--- src/rtl/rtc_pkg.sv ---
package rtc_pkg;
  localparam int NFIELD = 8;
  localparam int NALARM = 4;

  typedef enum logic [2:0] {
    F_SEC, F_MIN, F_HOUR, F_MDAY, F_WDAY, F_MON, F_YEAR, F_CENT
  } field_e;

  typedef logic [7:0] bcd_t;
  typedef logic [NFIELD-1:0][7:0] tvec_t;

  // century, year, month, wday, mday, hour, min, sec
  localparam tvec_t TIME_RESET = {8'h20, 8'h00, 8'h01, 8'h01, 8'h01, 8'h00, 8'h00, 8'h00};

  function automatic bcd_t bcd_inc(input bcd_t v);
    if (v[3:0] >= 4'd9) return {v[7:4] + 4'd1, 4'd0};
    return {v[7:4], v[3:0] + 4'd1};
  endfunction

  function automatic logic is_leap(input bcd_t yr);
    logic lo0, lo2;
    lo0 = (yr[3:0] == 4'd0) || (yr[3:0] == 4'd4) || (yr[3:0] == 4'd8);
    lo2 = (yr[3:0] == 4'd2) || (yr[3:0] == 4'd6);
    return yr[4] ? lo2 : lo0;
  endfunction

  function automatic bcd_t month_len(input bcd_t mon, input bcd_t yr);
    case (mon)
      8'h02: return is_leap(yr) ? 8'h29 : 8'h28;
      8'h04, 8'h06, 8'h09, 8'h11: return 8'h30;
      default: return 8'h31;
    endcase
  endfunction

  function automatic logic all_bcd(input tvec_t t);
    logic ok;
    ok = 1'b1;
    for (int i = 0; i < NFIELD; i++)
      ok = ok && (t[i][3:0] <= 4'd9) && (t[i][7:4] <= 4'd9);
    return ok;
  endfunction
endpackage

--- src/rtl/rtc_time_chain.sv ---
module rtc_time_chain
  import rtc_pkg::*;
(
  input  logic  clk,
  input  logic  rst_n,
  input  logic  adv,
  input  logic  load,
  input  tvec_t ld_val,
  output tvec_t cnt,
  output tvec_t nxt
);
  always_comb begin
    nxt = cnt;
    if (cnt[F_SEC] != 8'h59) nxt[F_SEC] = bcd_inc(cnt[F_SEC]);
    else begin
      nxt[F_SEC] = 8'h00;
      if (cnt[F_MIN] != 8'h59) nxt[F_MIN] = bcd_inc(cnt[F_MIN]);
      else begin
        nxt[F_MIN] = 8'h00;
        if (cnt[F_HOUR] != 8'h23) nxt[F_HOUR] = bcd_inc(cnt[F_HOUR]);
        else begin
          nxt[F_HOUR] = 8'h00;
          nxt[F_WDAY] = (cnt[F_WDAY] >= 8'h07) ? 8'h01 : bcd_inc(cnt[F_WDAY]);
          if (cnt[F_MDAY] < month_len(cnt[F_MON], cnt[F_YEAR]))
            nxt[F_MDAY] = bcd_inc(cnt[F_MDAY]);
          else begin
            nxt[F_MDAY] = 8'h01;
            if (cnt[F_MON] < 8'h12) nxt[F_MON] = bcd_inc(cnt[F_MON]);
            else begin
              nxt[F_MON] = 8'h01;
              if (cnt[F_YEAR] != 8'h99) nxt[F_YEAR] = bcd_inc(cnt[F_YEAR]);
              else begin
                nxt[F_YEAR] = 8'h00;
                nxt[F_CENT] = bcd_inc(cnt[F_CENT]);
              end
            end
          end
        end
      end
    end
  end

  always_ff @(posedge clk) begin
    if (!rst_n)    cnt <= TIME_RESET;
    else if (load) cnt <= ld_val;
    else if (adv)  cnt <= nxt;
  end

  AST_COUNTER_BCD: assert property (@(posedge clk) disable iff (!rst_n)
    all_bcd(cnt));
  AST_COMMIT_LOADS: assert property (@(posedge clk) disable iff (!rst_n)
    load |=> (cnt == $past(ld_val)));
endmodule

--- src/rtl/rtc_user_regs.sv ---
module rtc_user_regs
  import rtc_pkg::*;
(
  input  logic       clk,
  input  logic       rst_n,
  input  logic       copy_en,
  input  tvec_t      cnt,
  input  logic       freeze,
  input  logic       wr_en,
  input  logic [2:0] wr_idx,
  input  logic [7:0] wr_data,
  input  logic       dirty_clr,
  output tvec_t      user,
  output logic       dirty
);
  logic wr_ok;
  assign wr_ok = wr_en && freeze;

  for (genvar i = 0; i < NFIELD; i++) begin : g_field
    always_ff @(posedge clk) begin
      if (!rst_n)                          user[i] <= TIME_RESET[i];
      else if (wr_ok && (wr_idx == 3'(i))) user[i] <= wr_data;
      else if (copy_en)                    user[i] <= cnt[i];
    end
  end

  always_ff @(posedge clk) begin
    if (!rst_n)         dirty <= 1'b0;
    else if (wr_ok)     dirty <= 1'b1;
    else if (dirty_clr) dirty <= 1'b0;
  end

  AST_FROZEN_HOLDS: assert property (@(posedge clk) disable iff (!rst_n)
    (freeze && !copy_en && !wr_en) |=> $stable(user));
endmodule

--- src/rtl/rtc_alarm.sv ---
module rtc_alarm
  import rtc_pkg::*;
(
  input  logic       clk,
  input  logic       rst_n,
  input  logic       wr_en,
  input  logic [2:0] wr_idx,
  input  logic [7:0] wr_data,
  input  logic       tick_adv,
  input  tvec_t      nxt,
  input  logic       flag_rd,
  output logic [NALARM-1:0][7:0] alm,
  output logic [1:0] en,
  output logic       flag,
  output logic       irq
);
  logic match, set;

  for (genvar i = 0; i < NALARM; i++) begin : g_alm
    always_ff @(posedge clk) begin
      if (!rst_n)                              alm[i] <= 8'h00;
      else if (wr_en && (wr_idx == 3'(i)))     alm[i] <= wr_data;
    end
  end

  always_ff @(posedge clk) begin
    if (!rst_n)                                  en <= 2'b00;
    else if (wr_en && (wr_idx == 3'(NALARM)))    en <= wr_data[1:0];
  end

  assign match = (nxt[F_SEC] == alm[0]) && (nxt[F_MIN] == alm[1]) &&
                 (nxt[F_HOUR] == alm[2]) && (nxt[F_MDAY] == alm[3]);
  assign set = tick_adv && match && (|en);

  always_ff @(posedge clk) begin
    if (!rst_n)       flag <= 1'b0;
    else if (set)     flag <= 1'b1;
    else if (flag_rd) flag <= 1'b0;
  end

  assign irq = flag && en[0];

  AST_FLAG_RD_CLEARS: assert property (@(posedge clk) disable iff (!rst_n)
    (flag_rd && !set) |=> !flag);
  AST_FLAG_NEEDS_ENABLE: assert property (@(posedge clk) disable iff (!rst_n)
    $rose(flag) |-> ($past(en) != 2'b00));
endmodule

--- src/rtl/bcd_rtc.sv ---
module bcd_rtc
  import rtc_pkg::*;
#(
  parameter int ADDR_W = 4
) (
  input  logic              clk,
  input  logic              rst_n,
  input  logic              sec_tick,
  input  logic              bus_cs,
  input  logic              bus_we,
  input  logic [ADDR_W-1:0] bus_addr,
  input  logic [7:0]        bus_wdata,
  output logic [7:0]        bus_rdata,
  output logic              irq
);
  localparam logic [ADDR_W-1:0] A_ALM0 = ADDR_W'(8);
  localparam logic [ADDR_W-1:0] A_EN   = ADDR_W'(12);
  localparam logic [ADDR_W-1:0] A_FLG  = ADDR_W'(13);
  localparam logic [ADDR_W-1:0] A_CTL  = ADDR_W'(14);
  localparam int B_H24 = 0, B_RUN = 2, B_FRZ = 3;

  logic ctl_h24, ctl_run, ctl_frz;
  logic time_wr, alm_wr, ctl_wr, flag_rd, commit, tick_adv, copy_pend, dirty;
  tvec_t cnt, nxt, user;
  logic [NALARM-1:0][7:0] alm;
  logic [1:0] en;
  logic flag;

  assign time_wr = bus_cs && bus_we && (bus_addr < A_ALM0);
  assign alm_wr  = bus_cs && bus_we && (bus_addr >= A_ALM0) && (bus_addr <= A_EN);
  assign ctl_wr  = bus_cs && bus_we && (bus_addr == A_CTL);
  assign flag_rd = bus_cs && !bus_we && (bus_addr == A_FLG);
  assign commit  = ctl_wr && ctl_frz && !bus_wdata[B_FRZ] && dirty;
  assign tick_adv = sec_tick && ctl_run;

  always_ff @(posedge clk) begin
    if (!rst_n) begin
      ctl_h24 <= 1'b1;
      ctl_run <= 1'b1;
      ctl_frz <= 1'b0;
    end else if (ctl_wr) begin
      ctl_h24 <= bus_wdata[B_H24];
      ctl_run <= bus_wdata[B_RUN];
      ctl_frz <= bus_wdata[B_FRZ];
    end
  end

  // refresh is scheduled from the freeze state at the tick edge
  always_ff @(posedge clk) begin
    if (!rst_n) copy_pend <= 1'b0;
    else        copy_pend <= tick_adv && !commit && !ctl_frz;
  end

  rtc_time_chain u_chain (
    .clk(clk), .rst_n(rst_n), .adv(tick_adv), .load(commit),
    .ld_val(user), .cnt(cnt), .nxt(nxt)
  );

  rtc_user_regs u_user (
    .clk(clk), .rst_n(rst_n), .copy_en(copy_pend), .cnt(cnt),
    .freeze(ctl_frz), .wr_en(time_wr), .wr_idx(bus_addr[2:0]),
    .wr_data(bus_wdata), .dirty_clr(commit), .user(user), .dirty(dirty)
  );

  rtc_alarm u_alarm (
    .clk(clk), .rst_n(rst_n), .wr_en(alm_wr), .wr_idx(3'(bus_addr - A_ALM0)),
    .wr_data(bus_wdata), .tick_adv(tick_adv && !commit), .nxt(nxt),
    .flag_rd(flag_rd), .alm(alm), .en(en), .flag(flag), .irq(irq)
  );

  always_comb begin
    bus_rdata = 8'h00;
    if (bus_addr < A_ALM0)                         bus_rdata = user[bus_addr[2:0]];
    else if (bus_addr < A_EN)                      bus_rdata = alm[bus_addr[1:0]];
    else if (bus_addr == A_EN)                     bus_rdata = {6'd0, en};
    else if (bus_addr == A_FLG)                    bus_rdata = {7'd0, flag};
    else if (bus_addr == A_CTL)
      bus_rdata = {4'd0, ctl_frz, ctl_run, 1'b0, ctl_h24};
  end

  AST_STOP_HOLDS: assert property (@(posedge clk) disable iff (!rst_n)
    (!ctl_run && !commit) |=> $stable(cnt));
  AST_REFRESH_COPIES: assert property (@(posedge clk) disable iff (!rst_n)
    (copy_pend && !time_wr) |=> (user == $past(cnt)));
endmodule

--- config.mk ---
export PLATFORM = sky130hd
export DESIGN_NAME = bcd_rtc
export DESIGN_NICKNAME = d
export VERILOG_FILES = /design/src/rtl/rtc_pkg.sv /design/src/rtl/rtc_time_chain.sv /design/src/rtl/rtc_user_regs.sv /design/src/rtl/rtc_alarm.sv /design/src/rtl/bcd_rtc.sv
export SDC_FILE = /design/constraint.sdc
export NUM_CORES = 1
export LEC_CHECK = 0
export CORE_ASPECT_RATIO = 1.25
export CORE_MARGIN = 2
export CORE_UTILIZATION = 60
export DETAILED_ROUTE_END_ITERATION = 6
export PLACE_DENSITY_LB_ADDON = 0.3
export SKIP_CTS_REPAIR_TIMING = 1
export SLEW_MARGIN = 20
export SYNTH_ARGS = -nofsm -noshare
export SYNTH_HDL_FRONTEND = slang
export SYNTH_SLANG_ARGS = --single-unit
--- constraint.sdc ---
create_clock -name clk -period 3.6 [get_ports clk]
set_input_delay 0.72 -clock clk [delete_from_list [all_inputs] [get_ports clk]]
set_output_delay 0.72 -clock clk [all_outputs]
set_load 0.01 [all_outputs]
# --- Word level (Yosys, flattened, before mapping) ---
# Cells that the tools add are included.
word_totals:
  register_bits: 168
  input_bits: 17
  elab_cells: 274
op_classes:
  add_sub_neg: 17
  magnitude_cmp: 17
  n_eq_ne: 39
  muxes: 104
  reduce_logical: 66
ops:
  columns: ["operator", "count"]
  rows:
  - ["two-way mux 8 bit", 47]
  - ["two-way mux 64 bit", 2]
  - ["adder 4 x 1 -> 4 bit, second input constant", 16]
  - ["two-way mux 56 bit", 1]
  - ["two-way mux 48 bit", 1]
  - ["two-way mux 1 bit", 44]
  - ["two-way mux 40 bit", 1]
  - ["greater-or-equal comparator 4 bit, second input constant", 9]
  - ["logical AND 1 bit", 33]
  - ["equality test 8 bit", 4]
  - ["binary-select mux 8 bit (select 3 bit)", 1]
  - ["two-way mux 24 bit", 1]
  - ["nonzero test 2 bit", 12]
  - ["binary-select mux 8 bit (select 2 bit)", 1]
  - ["equality test 4 bit, second input constant", 4]
  - ["equality test 8 x 3 -> 1 bit, second input constant", 2]
  - ["two-way mux 16 bit", 1]
  - ["!= test 8 x 7 -> 1 bit, second input constant", 2]
  - ["case mux 8 bit (2 select lines)", 1]
  - ["equality test 3 bit, second input constant", 5]
  - ["AND reduction 7 bit", 2]
  - ["equality test 3 x 2 -> 1 bit, second input constant", 4]
  - ["two-way mux 4 bit", 3]
  - ["!= test 2 bit, second input constant", 6]
  - ["28 further kinds", 40]

# --- Logic depth before layout (Yosys ltp) ---
depth:
  depth_word: 28
  ltp_mapped: 16
  ltp_nobuf: 15

# --- By module ---
# From an unflattened synthesis, not the netlist that was laid out.
unflattened:
  cells_unflattened: 1291
  hier_area_um2: 11202.0
modules_own_cells:
  columns: ["module", "n_inst", "cells_per_inst", "area_each_um2"]
  rows:
  - ["rtc_time_chain", 1, 685, 5297.6]
  - ["rtc_user_regs", 1, 309, 3125.5]
  - ["rtc_alarm", 1, 192, 1704.1]
  - ["bcd_rtc", 1, 105, 1074.8]

# --- Worst setup path after synthesis ---
# OpenSTA, ideal clock, no wires.
synth_timing:
  kind: "in2out"
  start: "input port bus_addr[0]"
  end: "output port bus_rdata[3]"
  arrival_ps: 2336
  path_slack_ps: 544
  cell_stages: 6
  path_buffers: 3
  cell_sequence: "buf_2 > buf_1 > clkbuf_1 > mux4_2 > a22oi_1 > a21oi_1"
synth_via:
  elab_chain_len: 6
synth_rtl:
  columns: ["item", "line_no", "source"]
  rows:
  - ["from (decl)", "bcd_rtc.sv:11", "input logic [ADDR_W-1:0] bus_addr,"]
  - ["equality test 4 bit", "bcd_rtc.sv:77", "else if (bus_addr == A_CTL)"]
  - ["two-way mux 4 bit", "bcd_rtc.sv:77", null]
  - ["two-way mux 4 bit", "bcd_rtc.sv:76", "else if (bus_addr == A_FLG) bus_rdata = {7'd0, flag};"]
  - ["two-way mux 4 bit", "bcd_rtc.sv:75", "else if (bus_addr == A_EN) bus_rdata = {6'd0, en};"]
  - ["two-way mux 8 bit", "bcd_rtc.sv:74", "else if (bus_addr < A_EN) bus_rdata = alm[bus_addr[1:0]];"]
  - ["two-way mux 8 bit *", "bcd_rtc.sv:73", "if (bus_addr < A_ALM0) bus_rdata = user[bus_addr[2:0]];"]
  - ["to (decl)", "bcd_rtc.sv:13", "output logic [7:0] bus_rdata,"]
# Mark *: on every way between the ends. The rest lies on a longest branch, timed or not. The select of a mux whose other input is x is not followed.

# --- Worst setup path after layout ---
layout_timing:
  start: "register u_chain.cnt[40] (netlist bit)"
  end: "register u_chain.cnt[59] (netlist bit)"
layout_via:
  elab_chain_len: 9
layout_rtl:
  columns: ["item", "line_no", "source"]
  rows:
  - ["from (decl)", "rtc_time_chain.sv:9", "output tvec_t cnt,"]
  - ["from (signal assigned)", "rtc_time_chain.sv:45", "else if (load) cnt <= ld_val;"]
  - ["from (signal assigned)", "rtc_time_chain.sv:46", "else if (adv) cnt <= nxt;"]
  - ["equality test 8 x 3 -> 1 bit, or another cell as far along", "rtc_pkg.sv:28", "case (mon)"]
  - ["OR reduction 4 bit", "rtc_pkg.sv:28", null]
  - ["case mux 8 bit (2 select lines)", "rtc_pkg.sv:28", null]
  - ["two-way mux 8 bit", "rtc_time_chain.sv:20", "if (cnt[F_HOUR] != 8'h23) nxt[F_HOUR] = bcd_inc(cnt[F_HOUR]);"]
  - ["two-way mux 8 bit", "rtc_time_chain.sv:17", "if (cnt[F_MIN] != 8'h59) nxt[F_MIN] = bcd_inc(cnt[F_MIN]);"]
  - ["two-way mux 8 bit", "rtc_time_chain.sv:14", "if (cnt[F_SEC] != 8'h59) nxt[F_SEC] = bcd_inc(cnt[F_SEC]);"]
  - ["< comparator 8 bit", "rtc_time_chain.sv:24", "if (cnt[F_MDAY] < month_len(cnt[F_MON], cnt[F_YEAR]))"]
  - ["!= test 2 bit (no source line)", null, null]
  - ["AND reduction 7 bit (no source line) *", null, null]
# Marked as above.
# A chain may end at the register's enable or synchronous reset.

==> impl_metrics.json <==
{
  "tightestPinTransition_ns": 1.14,
  "synthXorXnorAreaFrac_pct": 2.66,
  "wl_met3_mm": 2.79,
  "cts_root_buffer": "clkbuf_16",
  "setup.worst_path.start_class": "flip-flop",
  "yosysSeqAreaShare_pct": 31.9,
  "timing.critical_path.arrival_ns": 3.68,
  "areaGrowthSynthToFinish_pct": 11.2,
  "worst_setup_path_startpoint": "u_chain.cnt[40]",
  "synth-edff-count": 0,
  "multi_input_area_um2": 6680,
  "report.power.total_mw": 4.06,
  "number_of_global_route_vias_before_repair": 9241,
  "num-fill-cells": 1427,
  "antenna_violating_nets_post_route": 0,
  "final_setup_violations": 0,
  "status": "finished clean",
  "async_flop_share_pct": 0,
  "timing.final.hold_violations": 0,
  "period_share_pct": 93.0,
  "antennaDiodeCount": 0,
  "final_max_slew_viol_count": 0,
  "residual_drc": 0,
  "detailedPlacementHpwl_mm": 24.6,
  "detailroute.via_count": 9950,
  "slew_headroom_pct": 23.5,
  "postSynthAreaPerCell_um2": 8.48,
  "drt-pass1-iter-count": 7,
  "cts.clk_slew.worst_paths_ns": 0.07,
  "tritoncts": "yes",
  "timing.critical_path.fanout_max": 7,
  "synth_compound_area_share_pct": 19.1,
  "synth.lib_cells_used.distinct": 80,
  "route.layer.met1.wl_mm": 12.7,
  "gr-total-overflow": 0,
  "detail_route.wirelength_mm": 34.4,
  "hold_start": "u_user.dirty",
  "max_freq_ghz": 0.299,
  "cap_violations": 0,
  "rsz_0062_raised_after_global_routing": "false",
  "design.die.area_um2": 18700,
  "numCtsBuffers": 17,
  "rows": 54,
  "ir_worst_vdd_uv": 350,
  "timing.hold.worst.class": "reg2reg",
  "post_synth_inst_count": 1244,
  "route.detailed.vias_per_inst": 6.69,
  "synth_top_family_by_area": "compound AO/OA/AOI/OAI gates",
  "setup.reg_to_reg.worst_slack_ns": 0.25,
  "ys_seq_elements": 168,
  "area.sequential_um2": 3370,
  "mostFrequentLayoutCell": "nor2_1",
  "post_route_cells_drive_above_1_share_pct": 10.4,
  "hold_path_depth": 2,
  "reg2reg_from": "u_chain.cnt[40]",
  "yosys.area_share.adder_pct": 5.46,
  "synthesis.area_um2": 10500,
  "tns_ns": 0,
  "port-buffer-count": 25,
  "core-area_um2": 17400,
  "ys_warn_count": 0,
  "period_minus_slack_ns": 3.35,
  "gp_routability_congestion": 1.05,
  "synth_fp_nets": 1307,
  "worst_clock_skew_ns": 0.00894,
  "grt_pass1_wl_mm": 52.5,
  "routed_wl_met2_mm": 16.0,
  "die_height_um": 152,
  "timing.hold.worst_endpoint": "u_user.dirty",
  "finish.net_count": 1313,
  "synth.mux.area_fraction_pct": 17.0,
  "htree_num_levels": 4,
  "timing.rr.end": "u_chain.cnt[59]",
  "antenna_found_initial": 0,
  "pin_count_of_the_biggest_net_entering_global_routing": 61,
  "simple_gate_share_of_the_synthesized_area_pct": 19.0,
  "cts_sinks": 168,
  "worstRegToRegCells": 15,
  "critical_path_required_ns": 3.93,
  "starting_drt_drc_count": 1051,
  "cp-end-kind": "flip-flop",
  "power_per_standard_cell_area_nw_per_um2": 346,
  "clk_latency_ns": 0.44,
  "clk_path_buf_depth": 2,
  "dr.max_layer_used": "met4",
  "grt_util_all_layers_pct": 36.9,
  "crit_type": "reg2reg",
  "initial_core_util_pct": 60.7,
  "wl_per_cell_um": 23.1,
  "cellLeakagePower_nw": 4.28,
  "ys_dominant_reg_cell": "dfxtp_1",
  "dieWidth_um": 123,
  "final_cell_mix": "205 x nor2_1, 167 x dfxtp_1, 121 x mux2i_1",
  "total_i_o_pin_count": 26
}
==> sequential cells by signal, indices dropped and copies added (netlist names) <==
| register | count |
|---|---|
| ctl_frz | 1 |
| u_user.user | 64 |
| u_alarm.flag | 1 |
| u_alarm.en | 2 |
| u_chain.cnt | 64 |
| ctl_run | 1 |
| u_user.dirty | 1 |
| u_alarm.alm | 32 |
| ctl_h24 | 1 |
| copy_pend | 1 |
==> power by group <==
| part | internal, mW | switching [mW] |
|---|---|---|
| logic | 0.107 | 0.156 |
| clock network | 1.07 | 0.832 |
| registers | 1.87 | 0.0305 |
| total | 3.04 | 1.02 |
==> worst max path at each step <==
stage / to / depth (start not counted) / slack (ns)
detailed placement: bus_rdata[3] / 6 / 0.04
global route: u_chain.cnt[62] / 15 / 0.04
finish: u_chain.cnt[59] / 15 / 0.25
global placement: bus_rdata[3] / 6 / 0.04
floorplan: bus_rdata[3] / 6 / 0.54
CTS: bus_rdata[3] / 6 / 0.02
==> final cells by class <==
type | instances | share of cell area (%)
Multi-Input combinational cell | 952 | 57.0
Sequential cell | 168 | 28.7
Timing Repair Buffer | 70 | 5.46
Clock buffer | 20 | 3.89
Tap cell | 224 | 2.39
Inverter | 41 | 1.33
Clock inverter | 12 | 1.20
==> per-stage QoR <==
stage / cell area [µm²] / setup slack, ns / hold WS (ns) / util, % / instances
after global placement: 11100 / 0.0403 / 0.455 / 63.7 / 1451
after CTS: 11700 / 0.0249 / 0.485 / 67.2 / 1483
after floorplan: 10500 / 0.544 / 0.441 / - / 1244
after global routing: 11700 / 0.0420 / 0.500 / 67.5 / 1487
final: 11700 / 0.251 / 0.486 / 67.5 / 1487
after detailed placement: 11100 / 0.0396 / 0.469 / 63.7 / 1451
==> worst max-delay path, stage by stage, from the launching register on <==
cell	delay, ns
dfxtp_1	0.38
inv_1	0.15
ha_1	0.19
o21ai_0	0.08
o21ai_0	0.18
a32o_1	0.21
a21oi_1	0.11
ha_1	0.21
nor3_2	0.14
nand2_1	0.09
a311o_2	0.46
and2_2	0.30
a41oi_4	0.26
buf_4	0.21
mux2i_1	0.22
nor2_1	0.05
==> routing by layer <==
metal	global-route usage, %	vias up
met5	0	-
met4	24.7	0
met3	7.26	167
met2	59.4	511
met1	43.9	4743
li1	-	4529
==> kinds of logic after synthesis <==
| group | Yosys count |
|---|---|
| buffers and inverters | 124 |
| adder cells (fa/ha/maj) | 46 |
| XOR/XNOR | 32 |
| AND/OR/NAND/NOR | 433 |
| AO/OA/AOI/OAI | 293 |
| flip-flops | 168 |
| multiplexers | 148 |
==> synth_stat cells (all sizes together) (25+ instances only) <==
cell | count | area (µm²)
mux2i | 121 | 1210
inv | 40 | 150
ha | 46 | 576
buf | 25 | 141
a211oi | 86 | 646
clkbuf | 58 | 219
a21oi | 50 | 254
o21ai | 65 | 337
mux4 | 25 | 563
nor2 | 206 | 790
dfxtp | 168 | 3360
nor3 | 25 | 136
nand2 | 96 | 370
nand3 | 26 | 130
Note: power is estimated with default switching activity, not from simulation.
